$ cat config.mk
export PLATFORM = sky130hd
export DESIGN_NAME = prio_irq_ctrl
export DESIGN_NICKNAME = d
export VERILOG_FILES = /design/src/rtl/prio_irq_pkg.sv /design/src/rtl/irq_cfg_regs.sv /design/src/rtl/irq_src_capture.sv /design/src/rtl/irq_prio_enc.sv /design/src/rtl/prio_irq_ctrl.sv
export SDC_FILE = /design/constraint.sdc
export NUM_CORES = 1
export LEC_CHECK = 0
export ABC_AREA = 1
export BUFFER_PORTS_ARGS = -buffer_cell sky130_fd_sc_hd__buf_2
export CAP_MARGIN = 30
export CORE_MARGIN = 2
export CORE_UTILIZATION = 40
export CTS_CLUSTER_DIAMETER = 80
export DETAILED_ROUTE_END_ITERATION = 12
export HOLD_SLACK_MARGIN = 0.06
export PLACE_DENSITY = 0.84
export SLEW_MARGIN = 20
export SYNTH_ARGS = -nofsm -noshare
export SYNTH_HDL_FRONTEND = slang
export SYNTH_HIERARCHICAL = 1
export SYNTH_SLANG_ARGS = --single-unit
$ cat constraint.sdc
create_clock -name clk -period 2.1 [get_ports clk]
set_input_delay 0.42 -clock clk [delete_from_list [all_inputs] [get_ports clk]]
set_output_delay 0.42 -clock clk [all_outputs]
set_load 0.02 [all_outputs]
$ cat src/rtl/prio_irq_pkg.sv
// Shared definitions for the priority interrupt controller.
// Assumes a 3-bit register address space with one register per address.
package prio_irq_pkg;

    localparam int ADDR_W = 3;

    typedef enum logic [ADDR_W-1:0] {
        RS_STATUS = 3'd0,
        RS_PEND   = 3'd1,
        RS_ENABLE = 3'd2,
        RS_ACK    = 3'd3,
        RS_SETEN  = 3'd4,
        RS_CLREN  = 3'd5,
        RS_VECTOR = 3'd6,
        RS_MASTER = 3'd7
    } reg_sel_e;

    localparam int MST_IRQ_EN_BIT = 0;
    localparam int MST_HW_EN_BIT  = 1;

endpackage

$ cat src/rtl/irq_cfg_regs.sv
// Configuration registers: per-line enable and the two-bit master register.
// Also decodes the write strobes that other modules act on.
// Assumes writes are single-cycle pulses. The hardware-enable bit is sticky until reset.
module irq_cfg_regs
    import prio_irq_pkg::*;
#(
    parameter int BUS_W   = 32,
    parameter int NUM_SRC = 8
) (
    input  logic                  clk,
    input  logic                  rst_n,
    input  logic                  wr_en,
    input  logic [ADDR_W-1:0]     wr_addr,
    input  logic [BUS_W-1:0]      wr_data,
    output logic [NUM_SRC-1:0]    enable,
    output logic                  irq_en,
    output logic                  hw_en,
    output logic                  ack_stb,
    output logic                  sts_stb
);

    logic [NUM_SRC-1:0] wbits;
    logic en_wr, set_wr, clr_wr, mst_wr;

    // Decode the write address into one strobe per register.
    always_comb begin
        wbits   = wr_data[NUM_SRC-1:0];
        en_wr   = wr_en && (wr_addr == RS_ENABLE);
        set_wr  = wr_en && (wr_addr == RS_SETEN);
        clr_wr  = wr_en && (wr_addr == RS_CLREN);
        mst_wr  = wr_en && (wr_addr == RS_MASTER);
        ack_stb = wr_en && (wr_addr == RS_ACK);
        sts_stb = wr_en && (wr_addr == RS_STATUS);
    end

    // Enable register: whole-word write, bit set and bit clear.
    always_ff @(posedge clk) begin
        if (!rst_n) begin
            enable <= '0;
        end else if (en_wr) begin
            enable <= wbits;
        end else if (set_wr) begin
            enable <= enable | wbits;
        end else if (clr_wr) begin
            enable <= enable & ~wbits;
        end
    end

    // Master register: request gate is free, hardware enable only arms.
    always_ff @(posedge clk) begin
        if (!rst_n) begin
            irq_en <= 1'b0;
            hw_en  <= 1'b0;
        end else if (mst_wr) begin
            irq_en <= wr_data[MST_IRQ_EN_BIT];
            hw_en  <= hw_en | wr_data[MST_HW_EN_BIT];
        end
    end

    AST_HW_STICKY: assert property (@(posedge clk) disable iff (!rst_n)
        hw_en |=> hw_en);
    AST_EN_CLEARED: assert property (@(posedge clk) disable iff (!rst_n)
        clr_wr |=> ((enable & $past(wbits)) == '0));

endmodule

$ cat src/rtl/irq_src_capture.sv
// Captures interrupt lines into the status register. Each line is built as
// edge- or level-sensitive according to EDGE_MASK. Handles acknowledge clears
// and software status writes.
// Assumes src_i is already synchronous to clk.
module irq_src_capture #(
    parameter int                 NUM_SRC   = 8,
    parameter logic [NUM_SRC-1:0] EDGE_MASK = '0
) (
    input  logic               clk,
    input  logic               rst_n,
    input  logic [NUM_SRC-1:0] src_i,
    input  logic               hw_en,
    input  logic               ack_stb,
    input  logic               sts_stb,
    input  logic [NUM_SRC-1:0] wbits,
    output logic [NUM_SRC-1:0] status
);

    logic [NUM_SRC-1:0] src_q;
    logic [NUM_SRC-1:0] cap;
    logic [NUM_SRC-1:0] clr_mask;
    logic [NUM_SRC-1:0] sw_mask;

    // Per-line capture condition, chosen by the sensitivity parameter.
    for (genvar i = 0; i < NUM_SRC; i++) begin : g_line
        if (EDGE_MASK[i]) begin : g_edge
            assign cap[i] = hw_en & src_i[i] & ~src_q[i];
        end else begin : g_level
            assign cap[i] = hw_en & src_i[i];
        end
    end

    // Acknowledge and software-set masks for this cycle.
    always_comb begin
        clr_mask = ack_stb ? wbits : '0;
        sw_mask  = (sts_stb && !hw_en) ? wbits : '0;
    end

    // Previous line values for edge detection.
    always_ff @(posedge clk) begin
        if (!rst_n) src_q <= '0;
        else        src_q <= src_i;
    end

    // Status update: clear by acknowledge, then set by capture or software.
    always_ff @(posedge clk) begin
        if (!rst_n) status <= '0;
        else        status <= (status & ~clr_mask) | sw_mask | cap;
    end

    AST_ACK_CLEARS: assert property (@(posedge clk) disable iff (!rst_n)
        ack_stb |=> ((status & $past(wbits) & ~$past(cap)) == '0));
    AST_SW_BLOCKED: assert property (@(posedge clk) disable iff (!rst_n)
        (hw_en && sts_stb && cap == '0) |=> $stable(status));
    AST_LEVEL_HOLD: assert property (@(posedge clk) disable iff (!rst_n)
        (hw_en && (src_i & ~EDGE_MASK) != '0)
        |=> ((status & $past(src_i & ~EDGE_MASK)) == $past(src_i & ~EDGE_MASK)));
    AST_IDLE_NO_CAPTURE: assert property (@(posedge clk) disable iff (!rst_n)
        (!hw_en && !sts_stb) |=> ((status & ~$past(status)) == '0));

endmodule

$ cat src/rtl/irq_prio_enc.sv
// Fixed-priority encoder: lowest set index wins.
// Assumes NUM_SRC >= 1. The valid flag is low when no bit is set.
module irq_prio_enc #(
    parameter int NUM_SRC = 8,
    parameter int IDX_W   = 3
) (
    input  logic [NUM_SRC-1:0] req,
    output logic [IDX_W-1:0]   idx,
    output logic               valid
);

    // Scan from the top down so the lowest set bit is assigned last.
    always_comb begin
        idx   = '0;
        valid = 1'b0;
        for (int i = NUM_SRC - 1; i >= 0; i--) begin
            if (req[i]) begin
                idx   = IDX_W'(i);
                valid = 1'b1;
            end
        end
    end

endmodule

$ cat src/rtl/prio_irq_ctrl.sv
// Top of the priority interrupt controller: configuration registers, line
// capture, priority encoder, read mux and request output.
// Assumes NUM_SRC <= BUS_W and a bus width of 8, 16 or 32. Reads are combinational.
module prio_irq_ctrl
    import prio_irq_pkg::*;
#(
    parameter int                 BUS_W     = 32,
    parameter int                 NUM_SRC   = 8,
    parameter logic [NUM_SRC-1:0] EDGE_MASK = 8'hA5
) (
    input  logic                  clk,
    input  logic                  rst_n,
    input  logic [NUM_SRC-1:0]    src_i,
    input  logic                  wr_en,
    input  logic [2:0]            wr_addr,
    input  logic [BUS_W-1:0]      wr_data,
    input  logic [2:0]            rd_addr,
    output logic [BUS_W-1:0]      rd_data,
    output logic                  irq_o
);

    localparam int IDX_W = (NUM_SRC > 1) ? $clog2(NUM_SRC) : 1;

    initial begin
        AST_PARAM_OK: assert (NUM_SRC >= 1 && NUM_SRC <= BUS_W &&
            (BUS_W == 8 || BUS_W == 16 || BUS_W == 32));
    end

    logic [NUM_SRC-1:0] enable;
    logic [NUM_SRC-1:0] status;
    logic [NUM_SRC-1:0] pend;
    logic               irq_en, hw_en, ack_stb, sts_stb;
    logic [IDX_W-1:0]   vec_idx;
    logic               vec_valid;

    irq_cfg_regs #(.BUS_W(BUS_W), .NUM_SRC(NUM_SRC)) u_cfg (
        .clk     (clk),
        .rst_n   (rst_n),
        .wr_en   (wr_en),
        .wr_addr (wr_addr),
        .wr_data (wr_data),
        .enable  (enable),
        .irq_en  (irq_en),
        .hw_en   (hw_en),
        .ack_stb (ack_stb),
        .sts_stb (sts_stb)
    );

    irq_src_capture #(.NUM_SRC(NUM_SRC), .EDGE_MASK(EDGE_MASK)) u_cap (
        .clk     (clk),
        .rst_n   (rst_n),
        .src_i   (src_i),
        .hw_en   (hw_en),
        .ack_stb (ack_stb),
        .sts_stb (sts_stb),
        .wbits   (wr_data[NUM_SRC-1:0]),
        .status  (status)
    );

    // Pending lines are latched status masked by enable.
    always_comb pend = status & enable;

    irq_prio_enc #(.NUM_SRC(NUM_SRC), .IDX_W(IDX_W)) u_enc (
        .req   (pend),
        .idx   (vec_idx),
        .valid (vec_valid)
    );

    // Request output: any pending line, gated by the master request bit.
    always_comb irq_o = vec_valid & irq_en;

    // Read mux, zero-extending the per-line registers to the bus width.
    always_comb begin
        rd_data = '0;
        case (reg_sel_e'(rd_addr))
            RS_STATUS: rd_data = BUS_W'(status);
            RS_PEND:   rd_data = BUS_W'(pend);
            RS_ENABLE: rd_data = BUS_W'(enable);
            RS_VECTOR: rd_data = vec_valid ? BUS_W'(vec_idx) : '1;
            RS_MASTER: rd_data = BUS_W'({hw_en, irq_en});
            default:   rd_data = '0;
        endcase
    end

    AST_VEC_LOWEST: assert property (@(posedge clk) disable iff (!rst_n)
        (pend != '0) |-> (pend[vec_idx] &&
        ((pend & ~({NUM_SRC{1'b1}} << vec_idx)) == '0)));
    AST_IRQ_HAS_PENDING: assert property (@(posedge clk) disable iff (!rst_n)
        irq_o |-> ((status & enable) != '0));
    AST_NO_VALID_IDLE: assert property (@(posedge clk) disable iff (!rst_n)
        ((status & enable) == '0) |-> !vec_valid);

endmodule

Yosys cells after proc, flatten, opt, wreduce, memory -nomap -nowiden
Index checks and enable logic that the tools add are counted.
{ "op_classes": {"muxes": 23, "eq_ne": 9, "bitwise_logic": 26, "reduce_logical": 11} }
{ "op_table": {"columns": ["operator", "count"], "rows": [
  ["32-bit case mux with 5 select lines", 1],
  ["8-bit 2-to-1 mux", 5],
  ["32-bit 2-to-1 mux", 1],
  ["8-bit AND", 3],
  ["3-bit 2-to-1 mux", 8],
  ["8-bit OR", 3],
  ["8-bit NOT", 2],
  ["3-bit == test, second input constant", 5],
  ["1-bit AND", 13],
  ["3-bit by 2-bit == test with 1-bit output, second input constant", 3],
  ["1-bit 2-to-1 mux", 8],
  ["1-bit logical AND", 7],
  ["3-bit logical NOT", 2],
  ["1-bit NOT", 4],
  ["3-bit by 1-bit == test with 1-bit output, second input constant", 1],
  ["3-bit nonzero test", 1],
  ["1-bit logical NOT", 1],
  ["1-bit OR", 1]
]} }
{ "totals": {"out_inout_bits": 33, "register_bits": 26, "input_bits": 49, "wordCells": 74} }

Depth between registers and ports, before layout
Gate-level depths: netlist of the first run.
{ "logic_depth": {"word_depth": 11, "depth_mapped": 13, "ltp_nobuf": 13} }

Hierarchy
Netlist of the first run, hierarchy kept.
{ "by_module_without_submodules": {"columns": ["module", "cells_per_inst", "n_inst", "area_each_um2", "seq_area_each_um2"], "rows": [
  ["irq_src_capture", 85, 1, 553.0, 240.2],
  ["prio_irq_ctrl", 94, 1, 523.0, 0.0],
  ["irq_cfg_regs", 65, 1, 515.5, 200.2],
  ["irq_prio_enc", 22, 1, 98.8, 0.0]
]} }

Worst setup path after synthesis of the first run
OpenSTA, ideal clock, no wires.
{ "synth_path": {"path_type": "reg-to-output", "start": "reg u_cap.status[7]", "end": "out rd_data[10]", "arrival_ns": 1.799, "t_required_ns": 1.680, "setup_slack_ns": -0.119, "n_path_buf": 1, "path_stages_with_launch": 10, "cell_sequence": "dfxtp_1 -> nand2_1 -> inv_1 -> or2_1 -> nor3_2 -> nand2_1 -> inv_1 -> nand2_1 -> inv_1 -> buf_4"} }
{ "synth_via": {"elab_chain_cells": 11} }
{ "synth_lines": {"columns": ["item", "line_no", "source"], "rows": [
  ["from (decl)", "irq_src_capture.sv:16", "output logic [NUM_SRC-1:0] status"],
  ["from (signal assigned)", "irq_src_capture.sv:48", "else status <= (status & ~clr_mask) | sw_mask | cap;"],
  ["8-bit AND", "prio_irq_ctrl.sv:61", "always_comb pend = status & enable;"],
  ["via pend[7]", "prio_irq_ctrl.sv:31", "logic [NUM_SRC-1:0] pend;"],
  ["1-bit 2-to-1 mux (8 in series)", "irq_prio_enc.sv:17", "if (req[i]) begin"],
  ["via vec_valid", "prio_irq_ctrl.sv:34", "logic vec_valid;"],
  ["32-bit 2-to-1 mux", "prio_irq_ctrl.sv:79", "RS_VECTOR: rd_data = vec_valid ? BUS_W'(vec_idx) : '1;"],
  ["32-bit case mux with 5 select lines", "prio_irq_ctrl.sv:75", "case (reg_sel_e'(rd_addr))"],
  ["to (decl)", "prio_irq_ctrl.sv:18", "output logic [BUS_W-1:0] rd_data,"]
]} }
The timed path passes the listed nets, and every way through them passes these cells.

==> results list, run 1 <==
* Antenna violations before repair: 0
- Hold Startpoint: src_i[7]
* Worst setup margin: -0.133 ns
* Worst slew margin: 66.0%
- Pin count of the biggest net entering global routing: 15
- Number of endpoints with negative hold slack in the final report: 0
- For this design the top-level I/O count stands at 82.
- Residual overflow from global routing: 0
- Dividing the final minimum period by the clock period gives 106%.
* Dominant combinational cell family by area after synthesis: simple AND/OR/NAND/NOR gates
- The first global-routing pass estimated 6560 um of wire.
- Total design power: 0.000961 W
* CTS tree: done
- Max IR drop VDD: 0.369 mV
- Tightest Pin Transition: 0.508 ns
* Result of the run: finished, violations left
* Final number of max-transition violations: 0
* Count of unresolved DRC violations after routing: 0
- The cell area that synthesis handed to floorplanning was 0.00169 sq mm.
- Across the whole layout, storage elements account for 445 sq um.
* Number of buffers between clock root and the deepest sink: 2
- # fillers: 408
- The synthesized netlist devotes 5.85% of its cell area to compound gates.
- The post-route netlist has 33.9% of its cells at a drive strength greater than 1.
* Reg-to-Reg End: u_cap/status[1]$_SDFF_PN0_
* Final setup fails: 33
- Beginning of the worst register-to-register path: u_cfg/hw_en$_SDFFE_PN0P_
- Initial Utilization: 42.0%
- The routed layout has 1748 vias.
- The root buffer cell chosen for the clock tree is sky130_fd_sc_hd__clkbuf_8.
- After the first detailed-routing iteration, the DRC count stood at 71.
- The count of buffers added on input and output ports is 57.
- Pwr dens: 474 mW/mm^2
- Most used routing layer in global routing: met2
- Critical path startpoint category: flip-flop
* FP Rows: 23
* Slowest cell on the critical path: sky130_fd_sc_hd__dfxtp_2
- Number of antenna-violating nets in the routed design: 0
- Setup repair after global routing could not meet its margin everywhere.
* Final Skew: 0.000789 ns
* Asr flop ratio synth: 0%
* Final-stage net count: 360
- GR met3 Demand/Resource: 2.19%
* Leak Pwr: 1.10 nW
* Area occupied by multi-input gates: 855 sq um
- Critical-path cell list: nand2_2 -> inv_2 -> or2_4 -> nor3_4 -> nand2_2 -> inv_2 -> nand2_2 -> buf_6 -> nand4_1 -> buf_4
- Max-Cap Viols: 0
- Number of buffers added to fix hold violations after cts: 0
- Global routing used 16.2% of the available tracks.
- After Yosys synthesis, and, or, nand and nor cells account for 43.6% of the synthesized area.
- In this run the vertical extent of the chip is 69.0 um.
* Met2 track demand over resource: 28.7%
- Number of enable flip-flop cells after synthesis: 0
- Number of optimization iterations in the first detailed-route pass: 4
- Maximum clock frequency: 448 MHz
* HPWL Detailed: 2980 um
- Post-CTS clock slew at the launch and capture registers of the worst setup and hold paths: 0.08 ns
* Cell count of the worst reg-to-reg path: 6
- The cell that appears most often on the critical path is sky130_fd_sc_hd__nand2_2.
- From left edge to right edge, the die measures 69.0 um.
* Class of the most critical setup path: reg2out
* Area share of fa/ha/maj cells after synthesis: 0%
- The total area inside the core boundary comes to 0.00403 sq mm.
- N_diodes: 0
- After technology mapping, the gate count stands at 266.
- For hold timing, the worst endpoint is u_cap/src_q[7]$_SDFF_PN0_.
- The number of global-route vias before repair is 1538.
* Sort of element at the end of the critical path: primary output
- Overall routed net length: 3920 um
- Post-synth cell types: 25
* Final setup TNS: -2.22 ns
- In this run, synthesis produced a sequential element count of 22.
- Worst setup slack for register-to-register paths: 1.15 ns
- The die covers 0.00476 sq mm.
- Fraction of synthesized area in multiplexers: 0%
* Worst Hold Slack: 0.349 ns
- Sink Count: 22
- The congestion estimate from routability-driven global placement came to 0.852.
- Ys flop type: sky130_fd_sc_hd__dfxtp_1
- After detailed routing, the average wire length per cell comes to 10.9 um.
- For met1 alone, demand over resource in global routing was 20.0%.
* Post-layout min period: 2.23 ns
* Critical path peak fanout: 5
* Crit path required time: 1.68 ns
- Relative to the synthesized area, the layout overhead comes to 20.0%.
* Arrival @ worst endpoint: 1.81 ns
* Post-place setup slack: 0.135 ns
- Worst min path class: in2reg
- Cells fill 50.3% of the core in the end.
- The number of nets handed over by synthesis was 315.
* Largest stage delay on the critical path: 0.33 ns
- Failing checks: negative setup slack
* Sequential cell area fraction in the yosys report: 26.1%
- In this run the number of H-tree levels came out at 1.
- WHS Path Cells: 3
- Num CTS Buffers: 3
* Average footprint of a synthesized cell: 6.35 sq um
- Yosys printed 6 warnings.
- Latest clock arrival within the worst-skew pair: 0.26 ns
- Of the total synthesized cell area, the portion taken by XOR and XNOR cells is 0%.
- Dividing the detail-routed via count by the number of cells gives 4.86.
-- through the flow --
stage | cells | instance area (sq um)
6_report | 360 | 2030
5_1_grt | 360 | 2030
4_1_cts | 358 | 1990
3_5_place_dp | 350 | 1860
3_3_place_gp | 350 | 1860
2_1_floorplan | 266 | 1690
-- layout by cell type, fill, tap and decap left out, drive strengths merged --
master / count
nand2: 72
dfxtp: 22
nor2: 19
or2: 1
o21ai: 2
a31oi: 1
clkinvlp: 2
clkbuf: 4
a21oi: 10
buf: 70
o211ai: 3
inv: 42
nand3: 44
nor3: 3
nand4: 14
clkinv: 1
-- worst max-delay path by stage --
stage                                    start     endpoint  slack, ns  cells after the start
finish                               flip-flop   rd_data[5]      -0.13                     10
global route                         flip-flop   rd_data[5]      -0.23                     10
CTS                                  flip-flop   rd_data[5]      -0.11                     10
detailed placement                   flip-flop   rd_data[5]       0.13                     10
global placement                     flip-flop   rd_data[7]       0.15                     10
floorplan           u_cap/status[7]$_SDFF_PN0_  rd_data[10]       0.09                      9
-- final cells by class --
| class | instances | share of cell area [%] |
|---|---|---|
| clock buffer | 4 | 2.71 |
| timing repair buffer | 70 | 21.3 |
| timing repair inverter | 1 | 0.370 |
| tap | 50 | 3.08 |
| inverter | 44 | 8.45 |
| sequential | 22 | 22.0 |
| multi-input combinational | 169 | 42.1 |
-- repair_timing --
item	4_1_cts	5_1_grt
gates cloned	1	0
buffers inserted	3	2
gates resized for setup	23	7
setup endpoints to repair	32	33
pin swaps	4	3
-- kinds of logic after synthesis --
group,Yosys count
flops,22
simple gates,153
buf+inv,75
compound gates,16
-- critical path, delay by kind of cell, from the launching register on --
family | cells | cell delay (ns)
buffers and inverters | 4 | 0.42
DFF | 1 | 0.33
and+or+nand+nor | 6 | 0.81
-- per-layer routing --
layer,wire length [um],up-vias,share of wire [%]
met5,0,-,0
met4,30,0,0.77
met3,268,4,6.8
met2,1900,73,49
met1,1710,761,44
li1,-,910,-
-- where the power goes --
part	switching, W	internal (W)	leakage (nW)
clock	0.000130	0.000167	0.0288
sequential	0.0000111	0.000433	0.181
combinational	0.000139	0.0000810	0.892
-- cell usage after synthesis (2+ instances only) --
cell type                  number  area [sq um]
sky130_fd_sc_hd__nand2_4        2          22.5
sky130_fd_sc_hd__buf_2          2          10.0
sky130_fd_sc_hd__nand2_2        2          12.5
sky130_fd_sc_hd__nand3_1       44           220
sky130_fd_sc_hd__dfxtp_1       22           440
sky130_fd_sc_hd__nand4_1       14          87.6
sky130_fd_sc_hd__o21ai_0        2          10.0
sky130_fd_sc_hd__a21oi_1       10          50.1
sky130_fd_sc_hd__buf_6          5          56.3
sky130_fd_sc_hd__buf_4         24           180
sky130_fd_sc_hd__inv_1         38           143
sky130_fd_sc_hd__nor2_1        15          56.3
sky130_fd_sc_hd__nor3_1         2          10.0
sky130_fd_sc_hd__nor2_4         3          33.8
sky130_fd_sc_hd__o211ai_2       2          25.0
sky130_fd_sc_hd__nand2_1       67           251
sky130_fd_sc_hd__inv_2          4          15.0
(Power assumes the default switching activity.)
==> inputs of run 2 (changes only) <==
--- a/config.mk
+++ b/config.mk
@@ -13,7 +13,7 @@
 export CTS_CLUSTER_DIAMETER = 80
 export DETAILED_ROUTE_END_ITERATION = 12
 export HOLD_SLACK_MARGIN = 0.06
-export PLACE_DENSITY = 0.84
+export PLACE_DENSITY = 0.81
 export SLEW_MARGIN = 20
 export SYNTH_ARGS = -nofsm -noshare
 export SYNTH_HDL_FRONTEND = slang
==> constraint.sdc (replaced) <==
create_clock -name clk -period 2.8 [get_ports clk]
set_input_delay 0.56 -clock clk [delete_from_list [all_inputs] [get_ports clk]]
set_output_delay 0.56 -clock clk [all_outputs]
set_load 0.02 [all_outputs]
==> run 2 against run 1 <==
The flow now finishes without violations. Non-clock buffer count shrank 12. Final cell count fell by 3.3%. Register-to-register slack improved by 0.54 ns. Critical path depth shrank 1. Critical path type unchanged. Critical endpoint is now rd_data[21].
==> results list, run 2 (synthesis results as in run 1) <==
* Sink Count: 22 (unchanged)
- The count of boundary I/O pins was 82 (unchanged).
- The routed via count divided by cell count came to 4.87 (+0.31%).
- The path class of the tightest hold or removal check is in2reg.
- Final number of max-transition violations: 0 (unchanged)
- TritonCTS built the clock tree.
* Max H-tree Level: 1 (unchanged)
- Class of the most critical setup path: reg2out
- The count of endpoints failing setup in the final report came to 0 (-100%).
* Max IR drop VDD: 0.232 mV (-37%)
- Derived from the worst setup path, the maximum achievable clock frequency is 414 MHz.
- Pwr dens: 378 mW/mm^2 (-20%)
- Weighted congestion at the end of routability-driven global placement: 0.858 (+0.70%)
- Latest clock arrival within the worst-skew pair: 0.26 ns (about the same)
* Residual overflow from global routing: 0 (unchanged)
- The fraction of layout instances using a drive strength above 1 is 27.5% (-6.4 points).
- Number of antenna-violating nets in the routed design: 0 (unchanged)
- Core Region: 0.00403 sq mm (unchanged)
* Fraction of the cycle the final worst path needs: 86.3%
* Die height: 69.0 um (unchanged)
* Overall routed net length: 3700 um (-5.7%)
- Root Buffer Master: sky130_fd_sc_hd__clkbuf_8
* Total die area: 0.00476 sq mm (unchanged)
* Global-route wire length before repair: 6160 um (-6.1%)
- The count of endpoints failing hold in the final timing report is 0 (unchanged).
- The area growth from synthesis to layout is 10.5%.
* First-iteration detailed-routing DRC count: 72 (+1.4%)
- Mean routed wirelength per cell: 10.6 um (-2.4%)
- Pin count of the biggest net entering global routing: 25 (+10)
* Max-Cap Viols: 0 (unchanged)
- The number of buffers inserted by post-CTS setup repair was 0 (-3).
* Number of buffers between clock root and the deepest sink: 2 (unchanged)
* Final Skew: 0.00187 ns (+0.00108 ns)
- The tightest slew margin relative to the limit is 63.8% (-2.2 points).
* HPWL Detailed: 2910 um (-2.3%)
* Arrival @ worst endpoint: 1.86 ns (+0.05 ns)
- N_diodes: 0 (unchanged)
- Post-CTS clock slew at the launch and capture registers of the worst setup and hold paths: 0.08 ns (about the same)
- The number of vias in the routed layout was 1695 (-3.0%).
* Critical path peak fanout: 12 (+7)
- Crit path required time: 2.24 ns (+0.56 ns)
* Leak Pwr: 1.03 nW (-6.4%)
- Die width: 69.0 um (unchanged)
- Num CTS Buffers: 3 (unchanged)
- Final-stage net count: 348 (-3.3%)
* Tightest Pin Transition: 0.542 ns (+0.0343 ns)
- Setup repair after global routing left no endpoint under its margin.
* Result of the run: finished, final reports clean
- Count of unresolved DRC violations after routing: 0 (unchanged)
- The overall routing resource usage came to 15.3% (-0.95 points).
- The number of cell rows came to 23 (unchanged).
- The worst setup path is launched from a flip-flop.
- The number of antenna violations at the first check in global routing came to 0 (unchanged).
- The number of global-route vias before repair came to 1464 (-4.8%).
- Number of optimization iterations in the first detailed-route pass: 4 (unchanged)
- The initial standard-cell utilization of the core is 42.0% (unchanged).
- Sort of element at the end of the critical path: primary output
* Post-layout min period: 2.42 ns
- The library cell used most frequently in the layout, excluding fill and tap cells, is sky130_fd_sc_hd__nand2_1.
- Highest-count cells in the layout ignoring fill and taps: sky130_fd_sc_hd__nand2_1 (66), sky130_fd_sc_hd__buf_2 (57), sky130_fd_sc_hd__nand3_1 (44)
- Total design power: 0.000707 W (-26%)
- Final setup TNS: 0 ns (+2.22 ns)
- Port Buffer Count: 57 (unchanged)
[run 2: critical path, stage by stage, from the launching register on]
cell and delay [ns]:
sky130_fd_sc_hd__dfxtp_1 0.33, sky130_fd_sc_hd__nand2_1 0.07, sky130_fd_sc_hd__inv_1 0.05, sky130_fd_sc_hd__or2_1 0.25, sky130_fd_sc_hd__nor3_2 0.15, sky130_fd_sc_hd__nand2_1 0.10
sky130_fd_sc_hd__inv_1 0.12, sky130_fd_sc_hd__nand2_2 0.16, sky130_fd_sc_hd__clkinvlp_4 0.18, sky130_fd_sc_hd__buf_2 0.18
[run 2: metal layers]
metal	part of all wire [%]	wire [um]	global-route usage, %
met5	0	0	0
met3	7.0	259	2.49
met4	0.81	30	4.79
met2	45	1660	26.0
met1	47	1740	19.6
[run 2: path summary, 6_finish.rpt]
path                                   start                          to  slack [ns]  cells after the start
setup / recovery  u_cap/status[7]$_SDFF_PN0_                 rd_data[21]        0.38                      9
hold / removal                      src_i[5]   u_cap/src_q[5]$_SDFF_PN0_        0.49                      3
setup reg to reg    u_cfg/hw_en$_SDFFE_PN0P_  u_cap/status[1]$_SDFF_PN0_        1.69                      5
hold reg to reg                    flip-flop                   flip-flop        0.51                      2
[run 2: cell type report]
type                            count  area (sq um)
Fill cell                         430          2160
Multi-Input combinational cell    169           838
Sequential cell                    22           440
Inverter                           44           171
Tap cell                           50          62.6
Timing Repair inverter              1          7.51
Timing Repair Buffer               58           293
Clock buffer                        4          55.1
[run 2: where the power goes]
part	switching [W]	internal (W)	total [W]
Combinational	0.0000991	0.0000485	0.000148
Clock	0.0000992	0.000125	0.000225
Sequential	0.00000997	0.000325	0.000335
[run 2: metrics by stage]
stage               setup WS (ns)  hold WS, ns  util, %  area (sq um)  instances
finish                      0.382        0.485     46.4          1870        348
global route                0.148        0.487     46.4          1870        348
CTS                        0.0996        0.480     46.0          1850        347
detailed placement          0.400        0.499     44.7          1800        343
global placement            0.451        0.486     44.7          1800        343
floorplan                   0.441        0.475        -          1690        266
[run 2: timing repair]
item                                    CTS  global route
endpoints found under the setup margin    0            24
hold buffers                              0             0
resized for setup                         0             3
==> inputs of run 3 (changes only) <==
--- a/config.mk
+++ b/config.mk
@@ -8,13 +8,14 @@
 export ABC_AREA = 1
 export BUFFER_PORTS_ARGS = -buffer_cell sky130_fd_sc_hd__buf_2
 export CAP_MARGIN = 30
+export CORE_ASPECT_RATIO = 2
 export CORE_MARGIN = 2
 export CORE_UTILIZATION = 40
 export CTS_CLUSTER_DIAMETER = 80
 export DETAILED_ROUTE_END_ITERATION = 12
 export HOLD_SLACK_MARGIN = 0.06
 export PLACE_DENSITY = 0.81
-export SLEW_MARGIN = 20
+export SLEW_MARGIN = 10
 export SYNTH_ARGS = -nofsm -noshare
 export SYNTH_HDL_FRONTEND = slang
 export SYNTH_HIERARCHICAL = 1
==> run 3 against run 2 <==
First-iteration DRC count down 29%. Sequential share of layout area up 0.27 points. Setup slack worse by 0.18 ns. Clock-buffer cell count down 1. Routed wire length up 6.7%. Final cell count unchanged. Combinational power about the same. Via count up 0.77%. Utilization down 1.2 points. Clock power down 14%. Largest power group unchanged.
==> results list, run 3 (synthesis results as in run 1) <==
- Result of the run: finished, final reports clean
- The cell area after placement was 0.00180 sq mm (+0.14%).
* Final setup fails: 0 (unchanged)
- The slew at the pin closest to its max-slew limit was 0.554 ns (+0.0119 ns).
- Sort of element at the end of the critical path: primary output
- Highest-count cells in the layout ignoring fill and taps: sky130_fd_sc_hd__nand2_1 (67), sky130_fd_sc_hd__buf_2 (57), sky130_fd_sc_hd__nand3_1 (44)
- Number of optimization iterations in the first detailed-route pass: 4 (unchanged)
- Placed cell count: 345 (+0.58%)
* Total die area: 0.00479 sq mm (+0.66%)
- Beginning of the worst register-to-register path: u_cfg/hw_en$_SDFFE_PN0P_
- First-iteration detailed-routing DRC count: 51 (-29%)
* Worst setup slack for register-to-register paths: 1.68 ns (about the same)
- Fraction of the cycle the final worst path needs: 92.8% (+6.4 points)
* Number of buffers between clock root and the deepest sink: 2 (unchanged)
- Pwr dens: 366 mW/mm^2 (-3.2%)
- The number of vias in the routed layout came to 1708 (+0.77%).
- Launching element of the worst setup path: u_cap/status[7]$_SDFF_PN0_
- The combined area of the multi-input logic cells came to 836 sq um (-0.30%).
- The count of nets after finishing is 347 (-0.29%).
* N_diodes: 0 (unchanged)
- The remaining antenna violation count was 0 (unchanged).
- The TritonCTS buffer count was 3 (unchanged).
- Die height: 95.9 um (+39%)
- Residual overflow from global routing: 0 (unchanged)
* Final Skew: 0.000971 ns (-0.000896 ns)
- Number of endpoints with negative hold slack in the final report: 0 (unchanged)
- From synthesis to final layout, the design area changed by 9.25%.
- Max-Cap Viols: 0 (unchanged)
- The root buffer cell chosen for the clock tree is sky130_fd_sc_hd__clkbuf_8.
- Class of the most critical setup path: reg2out
- TritonCTS built the clock tree.
- Post-CTS clock slew at the launch and capture registers of the worst setup and hold paths: 0.07 ns (about the same)
- Mean routed wirelength per cell: 11.3 um (+6.7%)
- The sum of routed wire length over all layers is 3940 um (+6.7%).
- The reported leakage power was 1.02 nW (-0.75%).
- FP Rows: 33 (+43%)
- Die width: 50.0 um (-28%)
- Unrepaired setup endpoints after global routing: no
* Arrival @ worst endpoint: 2.04 ns (+0.18 ns)
- Overall track demand over capacity in global routing: 17.1% (+1.8 points)
* Critical path startpoint category: flip-flop
- Sink Count: 22 (unchanged)
- The worst endpoint required time is 2.24 ns (about the same).
- The post-cts sizing count came to 0 (unchanged).
- Cell count of the worst reg-to-reg path: 5 (unchanged)
* Initial Utilization: 41.4% (-0.60 points)
* Worst slew margin: 63.0% (-0.80 points)
* Critical path peak fanout: 24 (+12)
- Max H-tree Level: 1 (unchanged)
- The number of antenna violations at the first check in global routing was 0 (unchanged).
- The routability congestion estimate from global placement was 0.807 (-5.9%).
* Footprint of the flip-flops and latches: 440 sq um (unchanged)
* Setup Buffers After CTS: 0 (unchanged)
- Number of buffers added to fix hold violations after cts: 0 (unchanged)
- Port Buffer Count: 57 (unchanged)
- The filler cell count in the final layout came to 432 (+0.47%).
- The minimum clock period was 2.60 ns (+0.180 ns).
- Final setup TNS: 0 ns (unchanged)
- The number of DRC violations after detailed routing came to 0 (unchanged).
- The wire length of the first global-routing pass was 6620 um (+7.4%).
* HPWL Detailed: 3260 um (+12%)
* Number of placed I/O pins: 82 (unchanged)
- Worst min path class: in2reg
- The number of global-route vias before repair was 1631 (+11%).
- Worst Hold Slack: 0.487 ns (+0.00170 ns)
- Maximum clock frequency: 385 MHz (-6.9%)
- The post-layout instance count excluding filler cells came to 348 (unchanged).
- Worst setup margin: 0.203 ns (-0.180 ns)
- Via count normalized by instance count: 4.91 (+0.77%)
* Pin count of the biggest net entering global routing: 25 (unchanged)
- The most critical setup path has its endpoint at rd_data[10].
* Final number of max-transition violations: 0 (unchanged)
- The worst register-to-register path ends at u_cap/status[4]$_SDFF_PN0_.
- The final instance area is 0.00185 sq mm (-1.1%).
- Max IR drop VDD: 0.310 mV (+34%)
- The post-placement setup slack is 0.324 ns (-0.0758 ns).
- The latest clock arrival within the worst-skew pair came to 0.26 ns (about the same).
- Leaving out fill and tap cells, the most frequent cell in the layout is sky130_fd_sc_hd__nand2_1.
- The core box area came to 0.00409 sq mm (+1.5%).
* Fraction of layout instances using a drive strength above 1: 26.7% (-0.83 points)
run 3: changes by cell type in the layout (fill, tap and decap cells not counted):
cell and change:
sky130_fd_sc_hd__clkbuf_8 -1, sky130_fd_sc_hd__clkinvlp_4 -1, sky130_fd_sc_hd__nand2_2 -1, sky130_fd_sc_hd__nand2_1 +1
run 3: where the power goes:
part	internal, W	leakage [nW]	switching [W]
registers	0.000325	0.179	0.00000903
logic	0.0000481	0.823	0.000100
clock network	0.0000961	0.0216	0.0000984
total	0.000469	1.02	0.000208
run 3: how the worst min path moves through the flow:
stage | start | endpoint | depth (start not counted)
after global placement | flip-flop | flip-flop | 2
after floorplan | flip-flop | flip-flop | 2
after global routing | src_i[0] | u_cap/src_q[0]$_SDFF_PN0_ | 3
after CTS | src_i[7] | u_cap/src_q[7]$_SDFF_PN0_ | 3
final | src_i[0] | u_cap/src_q[0]$_SDFF_PN0_ | 3
after detailed placement | flip-flop | flip-flop | 2
run 3: worst max-delay path, stage by stage (launching register included):
cell	delay (ns)
sky130_fd_sc_hd__dfxtp_1	0.33
sky130_fd_sc_hd__nand2_1	0.06
sky130_fd_sc_hd__inv_1	0.06
sky130_fd_sc_hd__or2_1	0.25
sky130_fd_sc_hd__nor3_2	0.16
sky130_fd_sc_hd__nand2_1	0.11
sky130_fd_sc_hd__inv_1	0.12
sky130_fd_sc_hd__nand2_1	0.20
sky130_fd_sc_hd__clkinvlp_4	0.27
sky130_fd_sc_hd__buf_2	0.21
run 3: through the flow:
stage	total power (W)	util, %
2_1_floorplan	0.000455	-
3_3_place_gp	0.000485	44.1
3_5_place_dp	0.000489	44.1
4_1_cts	0.000678	45.1
5_1_grt	0.000707	45.2
6_report	0.000676	45.2
run 3: final cells by class:
class,count,area share [%]
Sequential cell,22,23.8
Inverter,44,9.28
Timing Repair Buffer,58,15.9
Multi-Input combinational cell,169,45.3
Tap cell,52,3.52
Clock buffer,3,2.24
run 3: metal layers:
metal | track usage, % | wire [um] | vias to the layer above
met5 | 0 | 0 | -
met4 | 7.64 | 57 | 0
met3 | 0.932 | 205 | 6
met2 | 37.4 | 2310 | 69
met1 | 14.7 | 1370 | 749
li1 | - | - | 884
